[src/rtl/aluPkg.sv]
package aluPkg;

  typedef enum logic [3:0] {
    OP_AND = 4'b0000,
    OP_OR  = 4'b0001,
    OP_ADD = 4'b0010,
    OP_XOR = 4'b0011,
    OP_SUB = 4'b0110,
    OP_SLT = 4'b0111,
    OP_NOR = 4'b1100
  } aluOp_e;

  typedef enum logic [1:0] {
    LOG_AND = 2'd0,
    LOG_OR  = 2'd1,
    LOG_XOR = 2'd2,
    LOG_NOR = 2'd3
  } logicFn_e;

  typedef enum logic [1:0] {
    SRC_NONE  = 2'd0,
    SRC_LOGIC = 2'd1,
    SRC_SUM   = 2'd2,
    SRC_LESS  = 2'd3
  } resSrc_e;

  typedef struct packed {
    logic     invertB;
    logicFn_e logicFn;
    resSrc_e  resSrc;
    logic     ovfEnable;
  } aluStrobes_t;

endpackage

[src/rtl/aluControl.sv]
module aluControl
  import aluPkg::*;
(
  input  logic [3:0]  opCode,
  output aluStrobes_t strobes
);

  always_comb begin
    strobes.invertB   = 1'b0;
    strobes.logicFn   = LOG_AND;
    strobes.resSrc    = SRC_NONE;
    strobes.ovfEnable = 1'b0;
    case (opCode)
      OP_AND: begin strobes.resSrc = SRC_LOGIC; strobes.logicFn = LOG_AND; end
      OP_OR:  begin strobes.resSrc = SRC_LOGIC; strobes.logicFn = LOG_OR;  end
      OP_XOR: begin strobes.resSrc = SRC_LOGIC; strobes.logicFn = LOG_XOR; end
      OP_NOR: begin strobes.resSrc = SRC_LOGIC; strobes.logicFn = LOG_NOR; end
      OP_ADD: begin strobes.resSrc = SRC_SUM;   strobes.ovfEnable = 1'b1;  end
      OP_SUB: begin
        strobes.resSrc    = SRC_SUM;
        strobes.invertB   = 1'b1;
        strobes.ovfEnable = 1'b1;
      end
      OP_SLT: begin strobes.resSrc = SRC_LESS; strobes.invertB = 1'b1; end
      default: ;
    endcase

    // overflow is only reported for the arithmetic result path
    assert_ovf_arith_only_R4: assert (!strobes.ovfEnable || strobes.resSrc == SRC_SUM)
      else $error("overflow strobe outside add/subtract");
    // a comparison always runs the adder in subtract mode
    assert_less_uses_sub_R5: assert (strobes.resSrc != SRC_LESS || strobes.invertB)
      else $error("less-than without subtract");
  end

endmodule

[src/rtl/aluLogic.sv]
module aluLogic
  import aluPkg::*;
#(
  parameter int WIDTH = 32
) (
  input  logic [WIDTH-1:0] opA,
  input  logic [WIDTH-1:0] opB,
  input  logicFn_e         logicFn,
  output logic [WIDTH-1:0] logicOut
);

  for (genvar i = 0; i < WIDTH; i++) begin : bitLane
    logic andBit, orBit, xorBit;
    assign andBit = opA[i] & opB[i];
    assign orBit  = opA[i] | opB[i];
    assign xorBit = opA[i] ^ opB[i];
    assign logicOut[i] = (logicFn == LOG_AND) ? andBit :
                         (logicFn == LOG_OR)  ? orBit  :
                         (logicFn == LOG_XOR) ? xorBit : ~orBit;
  end

endmodule

[src/rtl/aluAdder.sv]
module aluAdder #(
  parameter int WIDTH = 32,
  parameter int GROUP = 4
) (
  input  logic [WIDTH-1:0] opA,
  input  logic [WIDTH-1:0] opB,
  input  logic             subtract,
  output logic [WIDTH-1:0] sum,
  output logic             carryIntoMsb,
  output logic             carryOut
);

  localparam int NGROUPS = WIDTH / GROUP;

  logic [WIDTH-1:0] bEff;
  logic [WIDTH-1:0] genBit;
  logic [WIDTH-1:0] propBit;
  logic [WIDTH:0]   carry;

  always_comb begin
    logic groupIn;
    logic chainP;
    logic term;
    bEff    = subtract ? ~opB : opB;
    genBit  = opA & bEff;
    propBit = opA ^ bEff;
    carry   = '0;
    carry[0] = subtract;
    for (int g = 0; g < NGROUPS; g++) begin
      groupIn = carry[g*GROUP];
      for (int k = 1; k <= GROUP; k++) begin
        term = 1'b0;
        for (int j = 0; j < k; j++) begin
          chainP = 1'b1;
          for (int m = j + 1; m < k; m++) chainP = chainP & propBit[g*GROUP+m];
          term = term | (genBit[g*GROUP+j] & chainP);
        end
        chainP = 1'b1;
        for (int m = 0; m < k; m++) chainP = chainP & propBit[g*GROUP+m];
        carry[g*GROUP+k] = term | (chainP & groupIn);
      end
    end
    sum          = propBit ^ carry[WIDTH-1:0];
    carryIntoMsb = carry[WIDTH-1];
    carryOut     = carry[WIDTH];

    // the carry pair around the MSB flags exactly the sign-rule cases
    assert_ovf_sign_R4: assert ((carryIntoMsb ^ carryOut) ==
        ((opA[WIDTH-1] == bEff[WIDTH-1]) && (sum[WIDTH-1] != opA[WIDTH-1])))
      else $error("overflow carries disagree with sign rule");
    // subtracting a value from itself yields zero with a carry out
    assert_sub_self_zero_R3: assert (!(subtract && opA == opB) || (sum == '0 && carryOut))
      else $error("self subtract not zero");
    // a zero difference only arises from equal operands
    assert_zero_means_equal_R6: assert (!(subtract && sum == '0) || opA == opB)
      else $error("zero difference from unequal operands");
  end

endmodule

[src/rtl/aluDatapath.sv]
module aluDatapath
  import aluPkg::*;
#(
  parameter int WIDTH = 32,
  parameter int GROUP = 4
) (
  input  logic [WIDTH-1:0] opA,
  input  logic [WIDTH-1:0] opB,
  input  aluStrobes_t      strobes,
  output logic [WIDTH-1:0] result,
  output logic             zero,
  output logic             overflow
);

  logic [WIDTH-1:0] logicOut;
  logic [WIDTH-1:0] sumOut;
  logic             carryIntoMsb;
  logic             carryOut;

  aluLogic #(.WIDTH(WIDTH)) logicUnit (
    .opA(opA), .opB(opB), .logicFn(strobes.logicFn), .logicOut(logicOut)
  );

  aluAdder #(.WIDTH(WIDTH), .GROUP(GROUP)) adder (
    .opA(opA), .opB(opB), .subtract(strobes.invertB),
    .sum(sumOut), .carryIntoMsb(carryIntoMsb), .carryOut(carryOut)
  );

  always_comb begin
    logic rawOvf;
    logic lessBit;
    rawOvf  = carryIntoMsb ^ carryOut;
    lessBit = sumOut[WIDTH-1] ^ rawOvf;
    case (strobes.resSrc)
      SRC_LOGIC: result = logicOut;
      SRC_SUM:   result = sumOut;
      SRC_LESS:  result = {{(WIDTH-1){1'b0}}, lessBit};
      default:   result = '0;
    endcase
    overflow = strobes.ovfEnable & rawOvf;
    zero     = ~|result;

    // a comparison never leaves bits above bit 0 set
    assert_less_upper_clear_R5: assert (strobes.resSrc != SRC_LESS || result[WIDTH-1:1] == '0)
      else $error("less-than upper bits set");
    // an idle selection produces a zero result with the zero flag raised
    assert_idle_zero_R7: assert (strobes.resSrc != SRC_NONE || (zero && !overflow))
      else $error("unlisted code gave non-zero output");
  end

endmodule

[src/rtl/aluCore.sv]
module aluCore
  import aluPkg::*;
#(
  parameter int WIDTH = 32,
  parameter int GROUP = 4
) (
  input  logic [WIDTH-1:0] opA,
  input  logic [WIDTH-1:0] opB,
  input  logic [3:0]       opCode,
  output logic [WIDTH-1:0] result,
  output logic             zero,
  output logic             overflow
);

  aluStrobes_t strobes;

  aluControl control (
    .opCode(opCode), .strobes(strobes)
  );

  aluDatapath #(.WIDTH(WIDTH), .GROUP(GROUP)) datapath (
    .opA(opA), .opB(opB), .strobes(strobes),
    .result(result), .zero(zero), .overflow(overflow)
  );

endmodule

[config.mk]
export PLATFORM = sky130hd
export DESIGN_NAME = aluCore
export DESIGN_NICKNAME = d
export VERILOG_FILES = /design/src/rtl/aluPkg.sv /design/src/rtl/aluControl.sv /design/src/rtl/aluLogic.sv /design/src/rtl/aluAdder.sv /design/src/rtl/aluDatapath.sv /design/src/rtl/aluCore.sv
export SDC_FILE = /design/constraint.sdc
export NUM_CORES = 1
export LEC_CHECK = 0
export ABC_AREA = 1
export CAP_MARGIN = 40
export CORE_ASPECT_RATIO = 1.25
export CORE_MARGIN = 2
export CORE_UTILIZATION = 29
export DETAILED_ROUTE_END_ITERATION = 16
export SLEW_MARGIN = 40
export SYNTH_ARGS = -nofsm -noshare
export SYNTH_HDL_FRONTEND = slang
export SYNTH_SLANG_ARGS = --single-unit
export TNS_END_PERCENT = 5
[constraint.sdc]
create_clock -name vclk -period 11.8
set_input_delay 1.77 -clock vclk [all_inputs]
set_output_delay 1.77 -clock vclk [all_outputs]
set_load 0.05 [all_outputs]
==> metrics.txt <==
# TYPE chip_impl_metric gauge
chip_impl_info{name="outcome",value="complete, but fails checks"} 1
chip_impl_info{name="failed_checks",value="DRC"} 1
chip_impl_metric{name="place_worst_setup_slack",unit="ns"} 2.43
chip_impl_metric{name="fp.dieW",unit="um"} 113
chip_impl_metric{name="leakage",unit="uW"} 0.00283
chip_impl_info{name="type_of_origin_of_the_critical_path",value="input port"} 1
chip_impl_metric{name="switching_share",unit="%"} 61.9
chip_impl_metric{name="total_die_area",unit="um^2"} 15800
chip_impl_metric{name="relSlewSlack",unit="%"} 49.1
chip_impl_metric{name="antenna_violations_before_repair",unit=""} 0
chip_impl_metric{name="timing.critical_path.required",unit="ns"} 10.03
chip_impl_metric{name="netlist-cell-type-count",unit=""} 42
chip_impl_metric{name="avgRoutedWirePerCell",unit="um"} 13.8
chip_impl_metric{name="final_setup_violations",unit=""} 0
chip_impl_metric{name="global_route.overflow_total",unit=""} 0
chip_impl_metric{name="final.min_clock_period",unit="ns"} 9.31
chip_impl_metric{name="route.detailed.vias_per_inst",unit=""} 4.75
chip_impl_metric{name="postLayoutCoreUtil",unit="%"} 37.7
chip_impl_metric{name="seq_power_share",unit="%"} 0
chip_impl_metric{name="synth_fp_nets",unit=""} 887
chip_impl_metric{name="worst_slew_pin_slew",unit="ns"} 0.763
chip_impl_info{name="timing_worst_setup_path_type",value="in2out"} 1
chip_impl_metric{name="finalPower",unit="uW"} 268
chip_impl_metric{name="rows",unit=""} 49
chip_impl_metric{name="synth.yosys.seq_area_share",unit="%"} 0
chip_impl_metric{name="setup-tns-final",unit="ns"} 0
chip_impl_metric{name="fmax",unit="GHz"} 0.107
chip_impl_metric{name="combined_area_of_the_multi_input_logic_cells",unit="um^2"} 3670
chip_impl_metric{name="comb_power_share",unit="%"} 100.0
chip_impl_info{name="hold-path-endpoint",value="result[9]"} 1
chip_impl_metric{name="post_cts_setup_buffer_count",unit=""} 0
chip_impl_info{name="min_path_type",value="in2out"} 1
chip_impl_metric{name="cp_max_fo",unit=""} 34
chip_impl_metric{name="drive_gt1_share",unit="%"} 4.52
chip_impl_metric{name="finalWirelength",unit="um"} 13400
chip_impl_metric{name="port-buffer-count",unit=""} 102
chip_impl_metric{name="area_growth",unit="%"} 26.7
chip_impl_metric{name="first_global_vias",unit=""} 4633
chip_impl_metric{name="antenna_cells_inserted",unit=""} 0
chip_impl_metric{name="post-route-drc-count",unit=""} 5
chip_impl_metric{name="initialDrtViolationCount",unit=""} 220
chip_impl_info{name="cp_top_family",value="simple AND/OR/NAND/NOR gates"} 1
chip_impl_metric{name="hold_slack",unit="ns"} 5.07
chip_impl_metric{name="hold_path_cells",unit=""} 7
chip_impl_metric{name="cpPeakStageDelay",unit="ns"} 0.81
chip_impl_metric{name="route.antenna.remaining_nets",unit=""} 0
chip_impl_metric{name="clock_power_share",unit="%"} 0
chip_impl_metric{name="critPathArrivalTime",unit="ns"} 7.54
chip_impl_metric{name="post_cts_resize_count",unit=""} 0
chip_impl_metric{name="cts.hold.buffers_added",unit=""} 0
chip_impl_metric{name="layout.area.seq",unit="um^2"} 0
chip_impl_metric{name="grt_start_max_net_pins",unit=""} 35
chip_impl_info{name="hp-start",value="opB[9]"} 1
chip_impl_metric{name="core-area",unit="um^2"} 14500
chip_impl_metric{name="mappedNetlistArea",unit="um^2"} 4300
chip_impl_metric{name="detailedPlacementHpwl",unit="um"} 10400
chip_impl_metric{name="grt_util_all_layers",unit="%"} 16.9
chip_impl_metric{name="finalNetCount",unit=""} 970
chip_impl_metric{name="floorplan.initialDensity",unit="%"} 29.7
chip_impl_metric{name="fin_crit_sh",unit="%"} 78.9
chip_impl_metric{name="via_count_of_the_routed_design",unit=""} 4635
chip_impl_metric{name="die_h",unit="um"} 140
chip_impl_metric{name="max-cap-violations",unit=""} 0
chip_impl_metric{name="power.density_cell_area",unit="nW/um^2"} 49.1
chip_impl_metric{name="internal-power",unit="uW"} 102
chip_impl_metric{name="worst-path-buf-inv",unit=""} 4
chip_impl_metric{name="power.net_switching",unit="uW"} 166
chip_impl_metric{name="post_synth.cell_area_avg",unit="um^2"} 6.01
chip_impl_info{name="commonest_non_fill_non_tap_cell_in_the_layout",value="sky130_fd_sc_hd__nand2_1"} 1
chip_impl_metric{name="grt_first_pass_wirelength",unit="um"} 22400
chip_impl_metric{name="ir_drop",unit="mV"} 0.0181
chip_impl_metric{name="globalplace.congestion",unit=""} 0.909
chip_impl_metric{name="ys.warnings.count",unit=""} 0
chip_impl_metric{name="ports",unit=""} 102
chip_impl_info{name="critical_path.endpoint_type",value="output pin"} 1
chip_impl_metric{name="clock_buffers",unit=""} 0
chip_impl_info{name="layout_common_cells",value="177 x sky130_fd_sc_hd__nand2_1, 132 x sky130_fd_sc_hd__inv_1, 102 x sky130_fd_sc_hd__clkdlybuf4s50_1"} 1
chip_impl_metric{name="layout_setup_ws",unit="ns"} 2.49
chip_impl_metric{name="timing.final.hold_violations",unit=""} 0
chip_impl_metric{name="detailedRoute.firstPassIterationCount",unit=""} 11
chip_impl_metric{name="layout.sequential_cells",unit=""} 0
chip_impl_info{name="cpMaxStageDelayCell",value="sky130_fd_sc_hd__clkdlybuf4s50_1"} 1
chip_impl_info{name="setup_repair_after_global_routing_missed_its_margin",value="no"} 1
chip_impl_metric{name="fillCellCount",unit=""} 1618
chip_impl_metric{name="post_synth_inst_count",unit=""} 716
chip_impl_metric{name="final_max_slew_viol_count",unit=""} 0
==> area by class of cell <==
| cell class | instances | share of cell area, % |
|---|---|---|
| tap | 178 | 4.09 |
| inverter | 138 | 9.51 |
| multi-input combinational | 555 | 67.4 |
| timing repair buffer | 104 | 19.0 |
==> per-stage QoR <==
stage	cell area (um^2)	std cells
CTS	5450	975
detailed placement	5450	975
floorplan	4300	716
finish	5450	975
global route	5450	975
global placement	5440	975
==> worst max path at each step <==
stage                 to       from  cells past startpoint  slack, ns
finish              zero  opCode[1]                     40       2.49
global route        zero  opCode[1]                     40       1.85
CTS                 zero  opCode[1]                     40       2.43
detailed placement  zero  opCode[1]                     40       2.43
global placement    zero  opCode[1]                     40       2.25
floorplan           zero  opCode[1]                     39       3.67
==> kinds of logic after synthesis <==
| group | Yosys count | share of synthesized area [%] |
|---|---|---|
| AO/OA/AOI/OAI | 109 | 15.2 |
| buffers and inverters | 161 | 14.9 |
| adder cells (fa/ha/maj) | 103 | 31.2 |
| AND/OR/NAND/NOR | 303 | 30.6 |
| XOR/XNOR | 40 | 8.15 |
==> metal layers <==
metal | vias to the layer above | global-route usage (%) | wire length (um)
met5 | - | 0 | 0
met4 | 0 | 1.48 | 95
met3 | 9 | 0.779 | 477
met2 | 103 | 34.2 | 7180
met1 | 2081 | 20.0 | 5670
li1 | 2442 | - | -
==> power by group through the flow <==
stage / logic, uW / registers, uW / clock network, uW
final: 268 / 0 / 0
after global placement: 266 / 0 / 0
after detailed placement: 268 / 0 / 0
after floorplan: 181 / 0 / 0
after CTS: 270 / 0 / 0
after global routing: 300 / 0 / 0
==> cell usage after synthesis, types with 9 or more instances <==
| cell type | n | share of area, % |
|---|---|---|
| sky130_fd_sc_hd__xor2_1 | 35 | 7.1 |
| sky130_fd_sc_hd__a21oi_1 | 28 | 3.3 |
| sky130_fd_sc_hd__nand2_1 | 178 | 16 |
| sky130_fd_sc_hd__clkbuf_1 | 9 | 0.79 |
| sky130_fd_sc_hd__nor2_1 | 56 | 4.9 |
| sky130_fd_sc_hd__o2111ai_1 | 11 | 2.2 |
| sky130_fd_sc_hd__buf_2 | 9 | 1.0 |
| sky130_fd_sc_hd__o21ai_0 | 39 | 4.5 |
| sky130_fd_sc_hd__nand3_1 | 30 | 3.5 |
| sky130_fd_sc_hd__inv_1 | 132 | 12 |
| sky130_fd_sc_hd__nand4_1 | 11 | 1.6 |
| sky130_fd_sc_hd__ha_1 | 96 | 28 |
| sky130_fd_sc_hd__nand2_2 | 10 | 1.5 |
Note: power is estimated with default switching activity, not from simulation.
